## src/rtl/rsthold_pkg.sv

```systemverilog
package rsthold_pkg;
   // Default geometry of the hold-duration counter and its register view
   localparam int unsigned DEF_CNT_W       = 29;
   localparam int unsigned DEF_REG_W       = 32;
   localparam int unsigned DEF_CLR_BIT     = 31;
   localparam int unsigned DEF_SYNC_STAGES = 2;
   // Counts per second at the nominal 25 MHz reference (40 ns per count)
   localparam int unsigned DEF_TICK_HZ     = 25_000_000;
endpackage

```

## src/rtl/rsthold_sync.sv

```systemverilog
module rsthold_sync #(
   parameter int unsigned STAGES  = rsthold_pkg::DEF_SYNC_STAGES,
   parameter bit          RST_VAL = 1'b1
) (
   input  logic clk,
   input  logic rst_n,
   input  logic d_async,
   output logic q_sync
);
   initial begin
      assert (STAGES >= 2) else $error("rsthold_sync: STAGES must be at least 2");
   end

   logic [STAGES-1:0] chain;

   always_ff @(posedge clk or negedge rst_n) begin
      if (!rst_n) chain <= {STAGES{RST_VAL}};
      else        chain <= {chain[STAGES-2:0], d_async};
   end

   assign q_sync = chain[STAGES-1];
endmodule

```

## src/rtl/rsthold_counter.sv

```systemverilog
module rsthold_counter #(
   parameter int unsigned CNT_W = rsthold_pkg::DEF_CNT_W
) (
   input  logic             clk,
   input  logic             rst_n,
   input  logic             advance,
   input  logic             clear,
   output logic [CNT_W-1:0] count
);
   initial begin
      assert (CNT_W >= 2) else $error("rsthold_counter: CNT_W too small");
   end

   localparam logic [CNT_W-1:0] CNT_MAX = '1;
   localparam logic [CNT_W-1:0] CNT_ONE = CNT_W'(1);

   logic at_max;
   assign at_max = (count == CNT_MAX);

   always_ff @(posedge clk or negedge rst_n) begin
      if (!rst_n)                 count <= '0;
      else if (clear)             count <= '0;
      else if (advance && !at_max) count <= count + CNT_ONE;
   end

   AST_CLEAR_WINS: assert property (@(posedge clk) disable iff (!rst_n)
      clear |=> (count == '0));

   AST_NO_WRAP: assert property (@(posedge clk) disable iff (!rst_n)
      (at_max && !clear) |=> (count == CNT_MAX));

   AST_FROZEN: assert property (@(posedge clk) disable iff (!rst_n)
      (!advance && !clear) |=> $stable(count));

   AST_ONE_STEP: assert property (@(posedge clk) disable iff (!rst_n)
      (advance && !clear && !at_max) |=> (count == $past(count) + CNT_ONE));
endmodule

```

## src/rtl/rsthold_regif.sv

```systemverilog
module rsthold_regif #(
   parameter int unsigned CNT_W   = rsthold_pkg::DEF_CNT_W,
   parameter int unsigned REG_W   = rsthold_pkg::DEF_REG_W,
   parameter int unsigned CLR_BIT = rsthold_pkg::DEF_CLR_BIT
) (
   input  logic [CNT_W-1:0] count,
   input  logic             wr_en,
   input  logic [REG_W-1:0] wr_data,
   output logic             clear,
   output logic [REG_W-1:0] rd_data
);
   initial begin
      assert (CLR_BIT < REG_W) else $error("rsthold_regif: CLR_BIT outside register");
      assert (CNT_W <= CLR_BIT) else $error("rsthold_regif: count overlaps clear bit");
   end

   localparam logic [REG_W-1:0] CLR_MASK = REG_W'(1) << CLR_BIT;

   assign clear = wr_en && wr_data[CLR_BIT];

   // Bits other than the command bit carry no meaning on a write
   logic unused_wr_bits;
   assign unused_wr_bits = ^(wr_data & ~CLR_MASK);

   generate
      if (REG_W > CNT_W) begin : g_pad
         assign rd_data = {{(REG_W-CNT_W){1'b0}}, count};
      end else begin : g_full
         assign rd_data = count;
      end
   endgenerate

   always_comb begin
      if (REG_W > CNT_W) begin
         AST_UPPER_ZERO: assert ((rd_data >> CNT_W) == '0);
      end
   end
endmodule

```

## src/rtl/rsthold_timer.sv

```systemverilog
module rsthold_timer #(
   parameter int unsigned CNT_W       = rsthold_pkg::DEF_CNT_W,
   parameter int unsigned REG_W       = rsthold_pkg::DEF_REG_W,
   parameter int unsigned CLR_BIT     = rsthold_pkg::DEF_CLR_BIT,
   parameter int unsigned SYNC_STAGES = rsthold_pkg::DEF_SYNC_STAGES,
   parameter int unsigned TICK_HZ     = rsthold_pkg::DEF_TICK_HZ
) (
   input  logic             ref_clk,
   input  logic             ref_rst_n,
   input  logic             button_n,
   input  logic             reg_wr,
   input  logic [REG_W-1:0] reg_wdata,
   output logic [REG_W-1:0] reg_rdata
);
   initial begin
      assert (TICK_HZ > 0) else $error("rsthold_timer: TICK_HZ must be non-zero");
      assert (CNT_W < REG_W) else $error("rsthold_timer: count wider than register");
   end

   logic             btn_sync_n;
   logic             held;
   logic             clr_cmd;
   logic [CNT_W-1:0] cnt;

   rsthold_sync #(
      .STAGES  (SYNC_STAGES),
      .RST_VAL (1'b1)
   ) i_sync (
      .clk     (ref_clk),
      .rst_n   (ref_rst_n),
      .d_async (button_n),
      .q_sync  (btn_sync_n)
   );

   assign held = !btn_sync_n;

   rsthold_counter #(
      .CNT_W   (CNT_W)
   ) i_counter (
      .clk     (ref_clk),
      .rst_n   (ref_rst_n),
      .advance (held),
      .clear   (clr_cmd),
      .count   (cnt)
   );

   rsthold_regif #(
      .CNT_W   (CNT_W),
      .REG_W   (REG_W),
      .CLR_BIT (CLR_BIT)
   ) i_regif (
      .count   (cnt),
      .wr_en   (reg_wr),
      .wr_data (reg_wdata),
      .clear   (clr_cmd),
      .rd_data (reg_rdata)
   );

   AST_RESET_ZERO: assert property (@(posedge ref_clk)
      !ref_rst_n |-> (reg_rdata == '0));

   AST_WRITE_CLEARS: assert property (@(posedge ref_clk) disable iff (!ref_rst_n)
      (reg_wr && reg_wdata[CLR_BIT]) |=> (reg_rdata == '0));
endmodule

```

## config.mk

```make
export PLATFORM = sky130hd
export DESIGN_NAME = rsthold_timer
export DESIGN_NICKNAME = d
export VERILOG_FILES = /design/src/rtl/rsthold_pkg.sv /design/src/rtl/rsthold_sync.sv /design/src/rtl/rsthold_counter.sv /design/src/rtl/rsthold_regif.sv /design/src/rtl/rsthold_timer.sv
export SDC_FILE = /design/constraint.sdc
export NUM_CORES = 1
export LEC_CHECK = 0
export ABC_AREA = 0
export BUFFER_PORTS_ARGS = -buffer_cell sky130_fd_sc_hd__buf_2
export CAP_MARGIN = 20
export CORE_MARGIN = 2
export CORE_UTILIZATION = 50
export CTS_CLUSTER_SIZE = 8
export DETAILED_ROUTE_END_ITERATION = 10
export PLACE_DENSITY = 0.85
export SKIP_LAST_GASP = 1
export SYNTH_ARGS = -nofsm -noshare
export SYNTH_HDL_FRONTEND = slang
export SYNTH_HIERARCHICAL = 1
export SYNTH_SLANG_ARGS = --single-unit
```

## constraint.sdc

```tcl
create_clock -name ref_clk -period 2.6 [get_ports ref_clk]
set_clock_uncertainty 0.2 [all_clocks]
set_input_delay 0.13 -clock ref_clk [delete_from_list [all_inputs] [get_ports ref_clk]]
set_output_delay 0.13 -clock ref_clk [all_outputs]
set_load 0.02 [all_outputs]
```

==> results of run 1 <==
==> worst register-to-register path, delay by kind of cell (launching register included) <==
family | cells | cell delay, ps
AND/OR/NAND/NOR | 2 | 840
AO/OA/AOI/OAI | 3 | 740
flip-flops | 1 | 440
==> cells by family (layout without fill, tap and decap cells) <==
logic type      after synthesis  count (layout)  synth area share
mux                           1               1           0.00504
fa+ha+maj                     1               1           0.00630
other cells                   1               3           0.00189
compound gates               35              35             0.142
xor+xnor                     15              15            0.0662
flops                        31              31             0.392
buf+inv                      40              48             0.149
simple gates                 82              82             0.237
==> final timing paths <==
check                                 endpoint  slack, ps  cells after the start
max in group asynchronous   i_counter/count[9]       1560                      2
min                            i_sync/chain[1]        160                      0
min reg2reg                    i_sync/chain[1]        160                      0
max reg2reg                i_counter/count[23]        320                      5
max                        i_counter/count[23]        320                      5
min in group asynchronous  i_counter/count[14]        200                      2
==> sequential cells by signal (all words and copies together) (netlist names) <==
| register | count |
|---|---|
| i_counter/count | 29 |
| i_sync/chain | 2 |
==> layer usage <==
layer / track usage / vias to the layer above / routed length (µm)
li1: - / 731 / -
met1: 0.240 / 678 / 1640
met2: 0.300 / 52 / 1690
met3: 0.0591 / 11 / 225
met4: 0.122 / 0 / 111
met5: 0 / - / 0
==> cell type report <==
type	count	area, µm²
Tap cell	48	60.1
Multi-Input combinational cell	137	920
Timing Repair Buffer	38	208
Sequential cell	31	778
Clock inverter	1	5.00
Fill cell	346	1680
Inverter	2	7.51
Clock buffer	7	86.3
==> power by group <==
group / switching (mW) / total, mW / internal [mW]
registers: 0.0222 / 0.526 / 0.504
logic: 0.0720 / 0.111 / 0.0386
clock network: 0.176 / 0.389 / 0.213
total: 0.270 / 1.03 / 0.755
==> cell usage after synthesis (3+ instances only) <==
| cell type | number |
|---|---|
| nor3_1 | 6 |
| a21oi_1 | 10 |
| o21ai_0 | 6 |
| xor2_1 | 7 |
| a211oi_1 | 3 |
| and4_1 | 5 |
| or3_1 | 4 |
| xnor2_1 | 8 |
| nand3_1 | 6 |
| dfrtp_1 | 29 |
| nand2_1 | 14 |
| nor4_1 | 3 |
| buf_4 | 32 |
| nand4_1 | 4 |
| nor2_1 | 22 |
| and3_1 | 3 |
==> through the flow <==
stage,hold slack [ps],cells,cell area [µm²],setup WS [ps],util
6_report,156,264,2060,315,0.551
5_1_grt,160,264,2060,82.4,0.551
4_1_cts,156,264,2060,299,0.551
3_5_place_dp,15.4,254,1950,323,0.521
3_3_place_gp,-1.81,254,1950,329,0.521
2_1_floorplan,-366,208,1990,481,-
==> repair_timing <==
| action | in CTS | in global routing |
|---|---|---|
| buffers inserted | 0 | 0 |
| endpoints found under the hold margin | 30 | 0 |
| endpoints found under the setup margin | 0 | 1 |
| hold buffers | 2 | 0 |
| resized for setup | 0 | 1 |
==> summary.txt, run 1 <==
Outcome
  – Outcome: completed

Yosys
  – Largest area contributor in the netlist: dfrtp_1
  – Mapped cell area: 1990 µm²
  – Yosys cell types: 48
  – Number of synthesized flops with an enable pin: 0
  – Primary FF master, synth: dfrtp_1
  – Yosys top cell area share: 0.365
  – Cells after synthesis: 206
  – Yosys Warn Count: 6
  – Synth top area cells: dfrtp_1, buf_4, nor2_1
  – Avg Synthesized Cell Area: 9.64 µm²
  – Sequential element share of the synthesized area: 0.392
  – Synth Register Bits: 31
  – FFs w/ async S/R, synth: 1.00

Drt
  – DRT iter0 DRCs: 89
  – DR WL/cell: 13.9 µm
  – DRC errors left: 0
  – Antenna Nets Post-Route: 0
  – Via density: 5.58
  – Pre-antenna DRT Iters: 4
  – Via count: 1472
  – WL final: 3.67 mm

Clock network
  – Maximum level of the CTS H-tree: 2
  – Clk sinks: 31
  – TritonCTS clock tree: done
  – CTS Buffer Depth: 2
  – Clk_lat worst skew: 290 ps
  – CTS root buf: clkbuf_8
  – Cts bufs inserted: 5
  – CTS clk-pin slew, worst paths: 60 ps

Finish
  – Final net count: 252
  – Share of layout cells above drive strength 1: 0.282
  – Layout area overhead: 3.97%
  – Most common cell after layout, fill and taps aside: buf_2
  – Most frequent cells in the layout: buf_2, dfrtp_1, nor2_1, nand2_1, a21oi_1
  – Ant. Diodes: 0

Die
  – FP Rows: 22
  – Die Y: 67.0 µm
  – Core area: 3740 µm²
  – Die Area: 4490 µm²
  – Initial core utilization: 0.530
  – # IOs: 68
  – Die span in x: 67.0 µm

STA
  – Worst-Margin Slew: 663 ps
  – Crit share post-route: 0.879
  – Setup tns final: 0 ps
  – Fin. max-slew vios: 0
  – Final setup vio count: 0
  – Final Hold Vio Count: 0
  – RSZ-0062 raised after global routing: false
  – FMAX: 438 MHz
  – Relative slew slack: 0.558
  – Final Critical Period: 2280 ps

Pwr
  – Peak VDD IR: 293 µV
  – Pleak: 0.902 nW
  – Power Density: 497 nW/µm²
  – Power, Total: 1.03 mW

Worst setup path
  – Slowest cell on the critical path: or4_4
  – Crit path buffers/inverters: 0
  – Critical path's top delay family: simple AND/OR/NAND/NOR gates
  – Reg-to-reg startpoint: i_counter/count[19]
  – CP cell instances: nand3_2 > or4_4 > o311ai_4 > o21ai_0 > a21oi_1
  – CP Launch Point: i_counter/count[19]
  – Critical Path RT: 2610 ps
  – Slowest cell delay on critical path: 680 ps
  – Crit path max fanout: 11
  – Critical path class: reg -> reg
  – Crit end category: flop
  – Startpoint types: flop
  – Critical Path AT: 2300 ps

Placement
  – Port Buf Inserts: 33
  – Gpl congestion: 0.815
  – Final HPWL DP: 2.69 mm

Global routing
  – Total congestion overflow: 0
  – Vias in the first global route: 1417
  – Largest net degree at the start of global routing: 32
  – Antenna violations before repair: 0
  – First-pass GRT wire length: 6.38 mm
  – Total Routing Usage GR: 0.196

Worst hold path
  – Tightest Hold Check Type: reg -> reg
  – Hold_sp: i_sync/chain[0]

Flow run
  – Max_cap viols: 0
Note: power is estimated with default switching activity, not from simulation.
==> inputs of run 2 (changes only) <==
CORE_UTILIZATION = 52   (was 50)
CTS_BUF_LIST = sky130_fd_sc_hd__clkbuf_4   (was default)
HOLD_SLACK_MARGIN = 0.06   (was default)
PLACE_DENSITY = 0.87   (was 0.85)
==> summary.txt, run 2 (synthesis results as in run 1) <==
STA
  – Setup tns final: 0 ps (unchanged)
  – Relative slew slack: 0.555 (-0.00268)
  – Crit share post-route: 0.892 (+0.0138)
  – Final Critical Period: 2320 ps (+35.8 ps)
  – RSZ-0062 raised after global routing: false
  – Final setup vio count: 0 (unchanged)
  – Worst-Margin Slew: 667 ps (+4.02 ps)
  – Final Hold Vio Count: 0 (unchanged)
  – FMAX: 431 MHz (-1.5%)
  – Fin. max-slew vios: 0 (unchanged)
  – Hold WS: 149 ps (-7.22 ps)

Placement
  – Port Buf Inserts: 33 (unchanged)
  – Inst Count DP: 253 (-0.39%)
  – Final HPWL DP: 2.61 mm (-2.7%)
  – Post-DP Area: 1940 µm² (-0.38%)
  – Gpl congestion: 0.820 (+0.50%)

Worst setup path
  – Reg2reg setup slack: 280 ps (-40 ps)
  – Critical path class: reg -> reg
  – Startpoint types: flop
  – CP cell instances: and4_1 > nand4_2 > a2111oi_0 > xnor2_1 > nor2_1
  – Reg-to-reg startpoint: i_counter/count[7]
  – Slowest cell delay on critical path: 620 ps (-60 ps)
  – Crit path max fanout: 11 (unchanged)
  – Crit end category: flop
  – Slowest cell on the critical path: a2111oi_0
  – Critical Path RT: 2640 ps (+30 ps)
  – CP Launch Point: i_counter/count[7]
  – Critical Path AT: 2360 ps (+60 ps)

Finish
  – Share of layout cells above drive strength 1: 0.284 (+0.00131)
  – Layout area overhead: 1.95%
  – Max reg flops: 29 (unchanged)
  – Final Cell Area: 2020 µm² (-1.9%)
  – Final Non-Filler Cells: 263 (-0.38%)
  – Most common cell after layout, fill and taps aside: buf_2
  – Ant. Diodes: 0 (unchanged)
  – Final net count: 251 (-0.40%)
  – Most frequent cells in the layout: buf_2, dfrtp_1, nor2_1, nand2_1, a21oi_1
  – Largest regs: i_counter/count (29), i_sync/chain (2)
  – Register with the most flip-flops: i_counter/count

Drt
  – DRC errors left: 0 (unchanged)
  – Pre-antenna DRT Iters: 4 (unchanged)
  – Antenna Nets Post-Route: 0 (unchanged)
  – Via density: 5.53 (-0.85%)
  – DRT iter0 DRCs: 69 (-22%)
  – WL final: 3.56 mm (-3.2%)
  – DR WL/cell: 13.5 µm (-2.9%)
  – Via count: 1454 (-1.2%)

Die
  – Die span in x: 65.8 µm (-1.8%)
  – FP Rows: 22 (unchanged)
  – # IOs: 68 (unchanged)
  – Die Y: 65.8 µm (-1.8%)
  – Core area: 3660 µm² (-2.2%)
  – Die Area: 4330 µm² (-3.6%)
  – Initial core utilization: 0.542 (+0.0120)

Global routing
  – Antenna violations before repair: 0 (unchanged)
  – Largest net degree at the start of global routing: 32 (unchanged)
  – Total congestion overflow: 0 (unchanged)
  – Vias in the first global route: 1365 (-3.7%)
  – First-pass GRT wire length: 6.15 mm (-3.6%)
  – Total Routing Usage GR: 0.190 (-0.00663)

Clock network
  – Maximum level of the CTS H-tree: 2 (unchanged)
  – CTS Buffer Depth: 2 (unchanged)
  – Number of buffers inserted by post-CTS setup repair: 0 (unchanged)
  – Cts bufs inserted: 5 (unchanged)
  – TritonCTS clock tree: done
  – Cts hold-fix bufs: 2 (unchanged)
  – Clk sinks: 31 (unchanged)
  – CTS clk-pin slew, worst paths: 100 ps (+40 ps)
  – CTS resizes: 0 (unchanged)
  – CTS root buf: clkbuf_4
  – Clk_lat worst skew: 340 ps (+50 ps)

Pwr
  – Power Density: 461 nW/µm² (-7.1%)
  – Pleak: 0.885 nW (-1.9%)
  – Peak VDD IR: 387 µV (+32%)
  – Power, Total: 934 µW (-8.9%)

Worst hold path
  – Tightest Hold Check Type: in -> async

Outcome
  – Outcome: completed

Flow run
  – Max_cap viols: 0 (unchanged)
-- run 2: critical path: cells and delay by family (launching register included) --
kind / cells / cell delay (ps)
AO/OA/AOI/OAI: 1 / 620
flip-flops: 1 / 460
AND/OR/NAND/NOR: 3 / 750
XOR/XNOR: 1 / 190
-- run 2: path summary, 6_finish.rpt --
check / endpoint / cells past startpoint
worst max-delay path: i_counter/count[25] / 5
worst min-delay path: i_counter/count[17] / 2
worst max register to register: i_counter/count[25] / 5
worst min register to register: i_sync/chain[1] / 0
max in group asynchronous: i_counter/count[9] / 2
min in group ref_clk: i_counter/count[1] / 3
-- run 2: metal layers --
metal  GRT usage  share of wire  vias to the layer above
li1            -              -                      722
met1       0.238           0.45                      688
met2       0.306           0.46                       38
met3      0.0545          0.066                        6
met4      0.0781          0.018                        0
met5           0              0                        -
-- run 2: metrics by stage --
stage | setup slack, ps | util
floorplan | 481 | -
global placement | 337 | 0.531
detailed placement | 287 | 0.531
CTS | 265 | 0.553
global route | 47.3 | 0.553
finish | 280 | 0.553
-- run 2: final cells by class --
class	count	area [µm²]
Sequential cell	31	778
Multi-Input combinational cell	137	918
Fill cell	338	1640
Timing Repair Buffer	37	200
Clock buffer	8	60.1
Tap cell	48	60.1
Inverter	2	7.51
-- run 2: power by group --
part | total (mW) | internal (mW) | leakage (nW) | switching, mW
Clock | 0.296 | 0.139 | 0.0368 | 0.157
Combinational | 0.112 | 0.0390 | 0.425 | 0.0734
Sequential | 0.525 | 0.503 | 0.423 | 0.0227
==> inputs of run 3 (changes only) <==
CORE_UTILIZATION = 50   (was 52)
PLACE_DENSITY = 0.85   (was 0.87)
==> summary.txt, run 3 (synthesis results as in run 1) <==
Outcome
  – Outcome: completed

Finish
  – Register with the most flip-flops: i_counter/count
  – Largest regs: i_counter/count (29), i_sync/chain (2)
  – Most frequent cells in the layout: buf_2, dfrtp_1, nor2_1, nand2_1, a21oi_1
  – Most common cell after layout, fill and taps aside: buf_2
  – Share of layout cells above drive strength 1: 0.282 (-0.00131)
  – Final net count: 252 (+0.40%)
  – Layout area overhead: 2.08%
  – Final Cell Area: 2030 µm² (+0.12%)
  – Max reg flops: 29 (unchanged)
  – Ant. Diodes: 0 (unchanged)

Clock network
  – Number of buffers inserted by post-CTS setup repair: 0 (unchanged)
  – Maximum level of the CTS H-tree: 2 (unchanged)
  – Cts bufs inserted: 5 (unchanged)
  – TritonCTS clock tree: done
  – CTS Buffer Depth: 2 (unchanged)
  – Clk_lat worst skew: 340 ps (about the same)
  – CTS root buf: clkbuf_4
  – CTS clk-pin slew, worst paths: 100 ps (about the same)
  – Clk sinks: 31 (unchanged)

STA
  – Final worst setup slack: 259 ps (-20.6 ps)
  – Final Hold Vio Count: 0 (unchanged)
  – Final Critical Period: 2340 ps (+20.6 ps)
  – RSZ-0062 raised after global routing: false
  – Relative slew slack: 0.554 (-0.00177)
  – FMAX: 427 MHz (-0.88%)
  – Setup tns final: 0 ps (unchanged)
  – Fin. max-slew vios: 0 (unchanged)
  – Final setup vio count: 0 (unchanged)
  – Hold WS: 148 ps (-1.01 ps)
  – Crit share post-route: 0.900 (+0.00792)
  – Worst-Margin Slew: 669 ps (+2.66 ps)

Drt
  – Antenna Nets Post-Route: 0 (unchanged)
  – DRT iter0 DRCs: 108 (+57%)
  – Pre-antenna DRT Iters: 4 (unchanged)
  – DRC errors left: 0 (unchanged)
  – WL final: 3.63 mm (+2.0%)
  – Via density: 5.55 (+0.37%)
  – DR WL/cell: 13.7 µm (+1.6%)
  – Via count: 1465 (+0.76%)

Global routing
  – Antenna violations before repair: 0 (unchanged)
  – First-pass GRT wire length: 6.31 mm (+2.5%)
  – Vias in the first global route: 1405 (+2.9%)
  – Total congestion overflow: 0 (unchanged)
  – Total Routing Usage GR: 0.192 (+0.00270)
  – Largest net degree at the start of global routing: 32 (unchanged)

Die
  – Die Area: 4490 µm² (+3.8%)
  – FP Rows: 22 (unchanged)
  – Die span in x: 67.0 µm (+1.9%)
  – Die Y: 67.0 µm (+1.9%)
  – # IOs: 68 (unchanged)
  – Core area: 3740 µm² (+2.3%)
  – Initial core utilization: 0.530 (-0.0120)

Worst setup path
  – Critical Path RT: 2620 ps (-20 ps)
  – Critical path class: reg -> reg
  – Startpoint types: flop
  – Crit path max fanout: 11 (unchanged)
  – Slowest cell on the critical path: a2111oi_1
  – Slowest cell delay on critical path: 610 ps (about the same)
  – Crit end category: flop
  – CP cell instances: and4_1 > nand4_2 > a2111oi_1 > xnor2_1 > nor2_1
  – Critical Path AT: 2360 ps (about the same)

Placement
  – Place WS: 323 ps (+35.8 ps)
  – Port Buf Inserts: 33 (unchanged)
  – Post-DP Area: 1950 µm² (+0.39%)
  – Final HPWL DP: 2.69 mm (+2.8%)
  – Gpl congestion: 0.815 (-0.50%)

Pwr
  – Power Density: 448 nW/µm² (-3.0%)
  – Pleak: 0.887 nW (+0.20%)
  – Peak VDD IR: 248 µV (-36%)

Worst hold path
  – Tightest Hold Check Type: in -> async

Flow run
  – Max_cap viols: 0 (unchanged)
==> run 3: per-layer routing <==
layer / GRT usage / wire, µm / up-vias
li1: - / - / 733
met1: 0.238 / 1670 / 683
met2: 0.298 / 1690 / 39
met3: 0.0591 / 171 / 10
met4: 0.102 / 98 / 0
met5: 0 / 0 / -
==> run 3: power by group <==
group	switching, mW	total (mW)	internal [mW]
Clock	0.160	0.272	0.112
Sequential	0.0225	0.525	0.503
Combinational	0.0722	0.111	0.0386
==> run 3: cell type report <==
| class | instances | area [µm²] |
|---|---|---|
| inverters | 2 | 7.51 |
| flip-flops and latches | 31 | 778 |
| clock buffers | 6 | 45.0 |
| clock inverters | 2 | 8.76 |
| well taps | 48 | 60.1 |
| repair buffers | 38 | 208 |
| multi-input cells | 137 | 920 |
| fillers | 349 | 1720 |
==> run 3: per-stage QoR <==
step | instances | utilization | total power, mW
after CTS | 264 | 0.541 | 0.920
after global routing | 264 | 0.541 | 0.957
final | 264 | 0.541 | 0.908
after floorplan | 208 | - | 0.634
after detailed placement | 254 | 0.521 | 0.646
after global placement | 254 | 0.521 | 0.643
==> run 3: worst paths after layout <==
kind                               startpoint             endpoint  slack (ps)  cells past startpoint
max                        i_counter/count[8]  i_counter/count[25]         260                      5
min                                 ref_rst_n  i_counter/count[14]         150                      2
max reg2reg                i_counter/count[8]  i_counter/count[25]         260                      5
min reg2reg                   i_sync/chain[0]      i_sync/chain[1]         160                      0
max in group asynchronous           ref_rst_n   i_counter/count[9]        1600                      2
min in group ref_clk            reg_wdata[31]   i_counter/count[1]         150                      3
==> run 3: critical path: cells and delay by family, from the launching register on <==
| kind | cells | cell delay, ps |
|---|---|---|
| AOI/OAI and AO/OA | 1 | 610 |
| and+or+nand+nor | 3 | 780 |
| DFF | 1 | 450 |
| xor gates and xnor gates | 1 | 180 |
==> run 3: timing repair <==
| action | 4_1_cts | 5_1_grt |
|---|---|---|
| hold endpoints to repair | 32 | 0 |
| hold buffers | 2 | 0 |
| setup endpoints to repair | 0 | 1 |
| gates resized for setup | 0 | 1 |
